--- src/rtl/ofh_pkg.sv ---
package ofh_pkg;
  localparam int N_SRC = 3;
  typedef enum logic [1:0] {
    LVL_NONE = 2'd0,
    LVL_MAIN = 2'd1,
    LVL_ORF  = 2'd2,
    LVL_LRF  = 2'd3
  } lvl_e;
endpackage

--- src/rtl/ofh_store.sv ---
module ofh_store #(
  parameter int DW    = 32,
  parameter int SLOTS = 8,
  parameter int PER   = 3,
  parameter int NRD   = 3,
  parameter int IW    = 2,
  localparam int SW   = $clog2(SLOTS),
  localparam int E    = SLOTS * PER,
  localparam int EW   = (E > 1) ? $clog2(E) : 1
) (
  input  logic              clk,
  input  logic              rst_n,
  input  logic              we,
  input  logic [SW-1:0]     wslot,
  input  logic [IW-1:0]     widx,
  input  logic [DW-1:0]     wdata,
  input  logic              inv,
  input  logic [SW-1:0]     islot,
  input  logic [SW-1:0]     rd_slot,
  input  logic [NRD*IW-1:0] rd_idx,
  output logic [NRD*DW-1:0] rd_data,
  output logic [NRD-1:0]    rd_hit
);
  logic [E-1:0]  valid_q, valid_d;
  logic [DW-1:0] data_q [E];
  logic          wr_ok;
  logic [EW-1:0] wsel;

  assign wr_ok = we && (int'(widx) < PER);
  assign wsel  = EW'(int'(wslot) * PER + (wr_ok ? int'(widx) : 0));

  always_comb begin
    valid_d = valid_q;
    if (wr_ok) valid_d[wsel] = 1'b1;
    if (inv) begin
      for (int p = 0; p < PER; p++) valid_d[int'(islot) * PER + p] = 1'b0;
    end
  end

  always_ff @(posedge clk or negedge rst_n) begin
    if (!rst_n) valid_q <= '0;
    else        valid_q <= valid_d;
  end

  always_ff @(posedge clk) begin
    if (wr_ok) data_q[wsel] <= wdata;
  end

  for (genvar r = 0; r < NRD; r++) begin : g_rd
    logic [IW-1:0] idx;
    logic          idx_ok, byp;
    logic [EW-1:0] sel;
    always_comb begin
      idx     = rd_idx[r*IW +: IW];
      idx_ok  = int'(idx) < PER;
      sel     = EW'(int'(rd_slot) * PER + (idx_ok ? int'(idx) : 0));
      byp     = wr_ok && idx_ok && (wslot == rd_slot) && (widx == idx);
      rd_hit[r]           = idx_ok && (byp || valid_q[sel]);
      rd_data[r*DW +: DW] = byp ? wdata : data_q[sel];
    end
  end

  function automatic int slot_live(input logic [E-1:0] v, input logic [SW-1:0] s);
    int n = 0;
    for (int p = 0; p < PER; p++) n += int'(v[int'(s) * PER + p]);
    return n;
  endfunction

  AST_INV_EMPTIES_SLOT: assert property (@(posedge clk) disable iff (!rst_n)
    inv |=> (slot_live(valid_q, $past(islot)) == 0));

  AST_WRITE_KEEPS_ENTRY: assert property (@(posedge clk) disable iff (!rst_n)
    (wr_ok && !(inv && (islot == wslot))) |=> valid_q[$past(wsel)]);
endmodule

--- src/rtl/ofh_rules.sv ---
module ofh_rules
  import ofh_pkg::*;
#(
  parameter int ORF_PER   = 3,
  parameter int LRF_BANKS = 1,
  parameter bit SPLIT     = 1'b0,
  parameter int IW        = 2
) (
  input  logic                issue_shared,
  input  logic [N_SRC*2-1:0]  src_lvl,
  input  logic [N_SRC*IW-1:0] src_idx,
  input  logic                wb_shared,
  input  logic                wb_orf,
  input  logic                wb_lrf,
  input  logic [IW-1:0]       wb_idx,
  output logic [N_SRC-1:0]    rd_ok,
  output logic                wb_ok
);
  for (genvar i = 0; i < N_SRC; i++) begin : g_src
    lvl_e          lvl;
    logic [IW-1:0] idx;
    always_comb begin
      lvl      = lvl_e'(src_lvl[2*i +: 2]);
      idx      = src_idx[i*IW +: IW];
      rd_ok[i] = 1'b1;
      unique case (lvl)
        LVL_ORF: rd_ok[i] = int'(idx) < ORF_PER;
        LVL_LRF: rd_ok[i] = !issue_shared && (!SPLIT || (int'(idx) < LRF_BANKS));
        default: rd_ok[i] = 1'b1;
      endcase
    end
  end

  always_comb begin
    wb_ok = 1'b1;
    if (wb_orf && wb_lrf)                                wb_ok = 1'b0;
    if (wb_lrf && wb_shared)                             wb_ok = 1'b0;
    if (wb_orf && (int'(wb_idx) >= ORF_PER))             wb_ok = 1'b0;
    if (wb_lrf && SPLIT && (int'(wb_idx) >= LRF_BANKS))  wb_ok = 1'b0;
  end
endmodule

--- src/rtl/ofh_lane_opfile.sv ---
module ofh_lane_opfile
  import ofh_pkg::*;
#(
  parameter int DW        = 32,
  parameter int SLOTS     = 8,
  parameter int ORF_PER   = 3,
  parameter int IW        = 2,
  parameter bit SPLIT_LRF = 1'b0,
  localparam int SW        = $clog2(SLOTS),
  localparam int LRF_BANKS = SPLIT_LRF ? N_SRC : 1
) (
  input  logic                clk,
  input  logic                rst_n,
  input  logic                issue_valid,
  input  logic [SW-1:0]       issue_slot,
  input  logic                issue_shared,
  input  logic                issue_strand_end,
  input  logic [N_SRC*2-1:0]  src_lvl,
  input  logic [N_SRC*IW-1:0] src_idx,
  input  logic [N_SRC*DW-1:0] mrf_rdata,
  input  logic                wb_valid,
  input  logic [SW-1:0]       wb_slot,
  input  logic                wb_shared,
  input  logic                wb_to_mrf,
  input  logic                wb_orf,
  input  logic                wb_lrf,
  input  logic [IW-1:0]       wb_idx,
  input  logic [DW-1:0]       wb_data,
  output logic                opnd_valid,
  output logic [N_SRC*DW-1:0] opnd_data,
  output logic [N_SRC-1:0]    opnd_err,
  output logic                wb_err,
  output logic                mrf_we,
  output logic [DW-1:0]       mrf_wdata
);
  logic [N_SRC-1:0]    rd_ok;
  logic                wb_ok;
  logic                orf_we, lrf_we, inv;
  logic [IW-1:0]       lrf_widx;
  logic [N_SRC*IW-1:0] lrf_ridx;
  logic [N_SRC*DW-1:0] orf_rdata, lrf_rdata;
  logic [N_SRC-1:0]    orf_hit, lrf_hit;
  logic [N_SRC*DW-1:0] data_d, data_q;
  logic [N_SRC-1:0]    err_d, err_q;
  logic                valid_q, wberr_d, wberr_q;

  ofh_rules #(.ORF_PER(ORF_PER), .LRF_BANKS(LRF_BANKS), .SPLIT(SPLIT_LRF), .IW(IW)) u_rules (
    .issue_shared (issue_shared),
    .src_lvl      (src_lvl),
    .src_idx      (src_idx),
    .wb_shared    (wb_shared),
    .wb_orf       (wb_orf),
    .wb_lrf       (wb_lrf),
    .wb_idx       (wb_idx),
    .rd_ok        (rd_ok),
    .wb_ok        (wb_ok)
  );

  assign orf_we    = wb_valid && wb_ok && wb_orf;
  assign lrf_we    = wb_valid && wb_ok && wb_lrf;
  assign inv       = issue_valid && issue_strand_end;
  assign mrf_we    = wb_valid && wb_ok && wb_to_mrf;
  assign mrf_wdata = wb_data;

  if (SPLIT_LRF) begin : g_split
    assign lrf_widx = wb_idx;
    assign lrf_ridx = src_idx;
  end else begin : g_single
    assign lrf_widx = '0;
    assign lrf_ridx = '0;
  end

  ofh_store #(.DW(DW), .SLOTS(SLOTS), .PER(ORF_PER), .NRD(N_SRC), .IW(IW)) u_orf (
    .clk     (clk),
    .rst_n   (rst_n),
    .we      (orf_we),
    .wslot   (wb_slot),
    .widx    (wb_idx),
    .wdata   (wb_data),
    .inv     (inv),
    .islot   (issue_slot),
    .rd_slot (issue_slot),
    .rd_idx  (src_idx),
    .rd_data (orf_rdata),
    .rd_hit  (orf_hit)
  );

  ofh_store #(.DW(DW), .SLOTS(SLOTS), .PER(LRF_BANKS), .NRD(N_SRC), .IW(IW)) u_lrf (
    .clk     (clk),
    .rst_n   (rst_n),
    .we      (lrf_we),
    .wslot   (wb_slot),
    .widx    (lrf_widx),
    .wdata   (wb_data),
    .inv     (inv),
    .islot   (issue_slot),
    .rd_slot (issue_slot),
    .rd_idx  (lrf_ridx),
    .rd_data (lrf_rdata),
    .rd_hit  (lrf_hit)
  );

  for (genvar i = 0; i < N_SRC; i++) begin : g_sel
    lvl_e lvl;
    always_comb begin
      lvl                = lvl_e'(src_lvl[2*i +: 2]);
      data_d[i*DW +: DW] = '0;
      err_d[i]           = 1'b0;
      if (issue_valid) begin
        unique case (lvl)
          LVL_MAIN: data_d[i*DW +: DW] = mrf_rdata[i*DW +: DW];
          LVL_ORF: begin
            if (rd_ok[i] && orf_hit[i]) data_d[i*DW +: DW] = orf_rdata[i*DW +: DW];
            else                        err_d[i] = 1'b1;
          end
          LVL_LRF: begin
            if (rd_ok[i] && lrf_hit[i]) data_d[i*DW +: DW] = lrf_rdata[i*DW +: DW];
            else                        err_d[i] = 1'b1;
          end
          default: data_d[i*DW +: DW] = '0;
        endcase
      end
    end
  end

  assign wberr_d = wb_valid && !wb_ok;

  always_ff @(posedge clk or negedge rst_n) begin
    if (!rst_n) begin
      valid_q <= 1'b0;
      err_q   <= '0;
      wberr_q <= 1'b0;
      data_q  <= '0;
    end else begin
      valid_q <= issue_valid;
      err_q   <= err_d;
      wberr_q <= wberr_d;
      data_q  <= data_d;
    end
  end

  assign opnd_valid = valid_q;
  assign opnd_data  = data_q;
  assign opnd_err   = err_q;
  assign wb_err     = wberr_q;

  AST_OPND_FOLLOWS_ISSUE: assert property (@(posedge clk) disable iff (!rst_n)
    issue_valid |=> opnd_valid);

  AST_DUAL_UPPER_FLAGGED: assert property (@(posedge clk) disable iff (!rst_n)
    (wb_valid && wb_orf && wb_lrf) |=> wb_err);

  AST_DUAL_UPPER_NO_MAIN: assert property (@(posedge clk) disable iff (!rst_n)
    (wb_valid && wb_orf && wb_lrf) |-> !mrf_we);

  AST_SHARED_LRF_REFUSED: assert property (@(posedge clk) disable iff (!rst_n)
    (wb_valid && wb_shared && wb_lrf) |=> wb_err);
endmodule

--- config.mk ---
export PLATFORM = sky130hd
export DESIGN_NAME = ofh_lane_opfile
export DESIGN_NICKNAME = d
export VERILOG_FILES = /design/src/rtl/ofh_pkg.sv /design/src/rtl/ofh_store.sv /design/src/rtl/ofh_rules.sv /design/src/rtl/ofh_lane_opfile.sv
export SDC_FILE = /design/constraint.sdc
export NUM_CORES = 2
export LEC_CHECK = 0
export BUFFER_PORTS_ARGS = -buffer_cell sky130_fd_sc_hd__buf_2
export CORE_AREA = 10 10 329 331
export CTS_CLUSTER_DIAMETER = 80
export CTS_CLUSTER_SIZE = 25
export DETAILED_ROUTE_END_ITERATION = 16
export DIE_AREA = 0 0 339 341
export GPL_TIMING_DRIVEN = 1
export PLACE_DENSITY_LB_ADDON = 0.15
export SETUP_SLACK_MARGIN = 0.2
export SYNTH_ARGS = -nofsm -noshare
export SYNTH_HDL_FRONTEND = slang
export SYNTH_SLANG_ARGS = --single-unit
--- constraint.sdc ---
create_clock -name clk -period 2.7 [get_ports clk]
set_input_delay 0.27 -clock clk [delete_from_list [all_inputs] [get_ports clk]]
set_output_delay 0.27 -clock clk [all_outputs]
set_load 0.05 [all_outputs]
==> impl_metrics.env <==
export IMPL_synthMuxAreaShare=0.250
export IMPL_powerDensity_mw_per_mm2=612
export IMPL_cts_num_sinks=1157
export IMPL_cts_tree="yes"
export IMPL_grtUsageTotal=0.422
export IMPL_antenna_found_initial=15
export IMPL_critical_path_top_delay_family="buffers and inverters"
export IMPL_numCtsBuffers=56
export IMPL_critPathKind="input port to register"
export IMPL_start_kind="input port"
export IMPL_maxCapViolations=0
export IMPL_synthXorXnorAreaFrac=0.00555
export IMPL_synth_compound_area_frac=0.0890
export IMPL_hold_start="wb_data[5]"
export IMPL_die_h_um=341
export IMPL_hpwl_um=165000
export IMPL_slew_headroom=0.360
export IMPL_wirelength_um=260000
export IMPL_grt_max_degree=58
export IMPL_rrSetupSlack_ns=0.12
export IMPL_synth_ff_type="edfxtp_1"
export IMPL_required_ns=3.31
export IMPL_vias=48800
export IMPL_core_area_mm2=0.101
export IMPL_synth_edf_count=1024
export IMPL_clk_latency_ns=0.74
export IMPL_initial_core_util=0.595
export IMPL_worstPathArrival_ns=3.74
export IMPL_grt_first_pass_wirelength_um=348000
export IMPL_dr_first_iter_drc_count=8991
export IMPL_portBuffers=291
export IMPL_worst_pin_slew_ns=0.959
export IMPL_clockRootBuffer="clkbuf_16"
export IMPL_r2r_end="opnd_data[93]"
export IMPL_die_area_mm2=0.116
export IMPL_syn_to_final_growth_pct=28.6
export IMPL_path_max_fanout=23
export IMPL_ir_drop_mv=0.719
export IMPL_dieWidth_um=339
export IMPL_worst_r2r_cell_count=9
export IMPL_leakage_nw=28.5
export IMPL_ys_async_sr_fraction=0.115
export IMPL_crit_buf_inv=8
export IMPL_final_util=0.765
export IMPL_syn_mean_instance_area_um2=15.4
export IMPL_synth_fp_nets=4108
export IMPL_violations="negative setup slack"
export IMPL_final_min_clock_period_ns=3.13
export IMPL_drc=0
export IMPL_p_total_mw=47.5
export IMPL_slowest_delay_ns=0.55
export IMPL_synth_seq_cells=1157
export IMPL_viasPerCell=7.70
export IMPL_cp_common_cell="buf_4"
export IMPL_final_setup_viol_count=98
export IMPL_run_status="complete, but fails checks"
export IMPL_critPathCaptureType="register"
export IMPL_routedWlPerCell_um=41.0
export IMPL_critPathSlowestCell="fa_4"
export IMPL_ys_types=69
export IMPL_clockBufferDepth=3
export IMPL_fmax_ghz=0.320
export IMPL_fin_worst_skew_ns=0.0312
export IMPL_synth_top_family_by_area="multiplexers"
export IMPL_grt_pass1_vias=47500
export IMPL_whs_path_depth=1
export IMPL_io_pins=292
export IMPL_whs_endpoint="u_orf.data_q[21][5]"
export IMPL_cts_htree_levels=2
export IMPL_gp_congestion=0.984
export IMPL_synthAdderAreaFrac=0.00779
export IMPL_clk_pin_slew_ns=0.10
export IMPL_cp_depth=18
export IMPL_drv_slew=0
export IMPL_rr_startpoint="u_lrf.valid_q[3]"
export IMPL_hold_viol_final=0
export IMPL_syn_inst=3916
export IMPL_grt_ovfl_total=0
export IMPL_syn_area_mm2=0.0604
export IMPL_setup_slack_ns=-0.426
export IMPL_dr_pass1_iters=7
export IMPL_num_rows=117
export IMPL_layout_drive_gt1_share=0.431
export IMPL_yosysWarningCount=0
export IMPL_post_route_period_util=1.16
export IMPL_nets=5115
export IMPL_synth_seq_area_share=0.564
export IMPL_postRouteAntennaNets=0
export IMPL_yosys_area_share_simple=0.0522
export IMPL_rsz0062_at_grt="true"
export IMPL_hp_class="input port to register"
export IMPL_crit_chain="buf_6, nor2b_4, buf_6, ha_4, inv_2, fa_4, xnor2_4, buf_12, buf_12, nor2_4, buf_4, buf_4, a22oi_1, o211ai_1, a311oi_2, a21oi_2, buf_4, o221ai_4"
==> routing by layer <==
metal | share of wire | vias up | GRT usage
met5 | 0.00035 | - | 0
met4 | 0.097 | 12 | 0.313
met3 | 0.17 | 1339 | 0.173
met2 | 0.42 | 5198 | 0.615
met1 | 0.31 | 24100 | 0.504
li1 | - | 18200 | -
==> timing repair <==
item | CTS | global route
gates cloned | 27 | 24
pin swaps | 84 | 77
hold buffers | 100 | 0
endpoints found under the setup margin | 232 | 833
endpoints found under the hold margin | 175 | 0
gates resized for setup | 278 | 201
setup buffers | 114 | 47
==> placed cells by master (no fill, tap or decap), drive strengths merged, types with 9 or more instances in the layout <==
cell	count
a211oi	67
a21oi	70
a221o	9
a221oi	32
a22oi	152
a311oi	53
a31oi	54
and2	42
and3	33
buf	1186
clkbuf	110
dfrtp	133
dlygate4sd3	100
edfxtp	1024
ha	28
inv	25
mux2i	371
mux4	501
nand2	342
nand2b	11
nand3	66
nand4	15
nor2	111
nor2b	43
nor3	11
nor4	10
o211ai	37
o21ai	85
o221ai	81
o22a	9
o22ai	36
o2bb2ai	12
xnor2	20
==> worst register-to-register path, cell delays in order, from the launching register on <==
cell	delay (ns)
dfrtp_1	0.40
mux4_2	0.47
mux2i_1	0.22
a21o_1	0.20
buf_12	0.17
a311oi_2	0.05
buf_4	0.19
mux2i_1	0.47
o32ai_4	0.17
buf_4	0.16
==> layout make-up <==
cell class | instances | area, µm²
Antenna cell | 4 | 10.0
Clock buffer | 89 | 1570
Clock inverter | 14 | 169
Fill cell | 5650 | 23800
Inverter | 20 | 86.3
Multi-Input combinational cell | 2376 | 26600
Sequential cell | 1157 | 34100
Tap cell | 1368 | 1710
Timing Repair Buffer | 1312 | 13400
==> metrics by stage <==
step	setup slack (ns)	TNS [ns]	cells	hold slack (ns)	instance area (µm²)
after floorplan	-0.778	-611.33	3916	-0.0256	61300
after global placement	-1.59	-498.89	5922	0.347	69700
after detailed placement	-1.58	-515.43	5922	0.352	69700
after CTS	-0.331	-22.17	6266	0.0104	75700
after global routing	-0.405	-32.76	6336	0.0142	77600
final	-0.426	-30.22	6340	0.00982	77600
==> synth_stat cells, drive strengths merged, types with 28 or more instances <==
cell       n  area, µm²
edfxtp  1024      30700
mux4     501      11300
mux2i    371       3710
nand2    342       1280
buf      194       1180
clkbuf   169        634
a22oi    152       1140
dfrtp    133       3330
nor2     111        419
o21ai     85        425
o221ai    81        722
a21oi     70        350
a211oi    67        503
nand3     66        330
a31oi     54        338
a311oi    53        464
nor2b     43        269
and2      42        263
o211ai    37        278
o22ai     36        225
and3      33        206
a221oi    32        280
ha        28        350
==> worst max path at each step <==
| stage | from | end |
|---|---|---|
| floorplan | wb_idx[0] | u_orf.data_q[11][0] |
| global placement | src_idx[4] | opnd_data[88] |
| detailed placement | src_idx[4] | opnd_data[88] |
| CTS | issue_slot[1] | opnd_data[7] |
| global route | src_idx[0] | opnd_data[9] |
| finish | src_idx[4] | opnd_data[95] |
==> power breakdown <==
part / internal, mW / switching (mW)
registers: 19.7 / 0.197
logic: 7.89 / 9.38
clock network: 4.22 / 6.09
==> cells by family after synthesis <==
kind of cell | count (synthesis)
mux | 880
flops | 1157
simple gates | 696
xor+xnor | 28
compound gates | 738
buf+inv | 383
fa+ha+maj | 34
==> sequential cells by signal (all words and copies together) (netlist names) <==
signal,flops
opnd_data,96
u_lrf.data_q,256
opnd_valid,1
wb_err,1
u_lrf.valid_q,8
u_orf.valid_q,24
opnd_err,3
u_orf.data_q,768
Power figures use the tool's default switching activity.
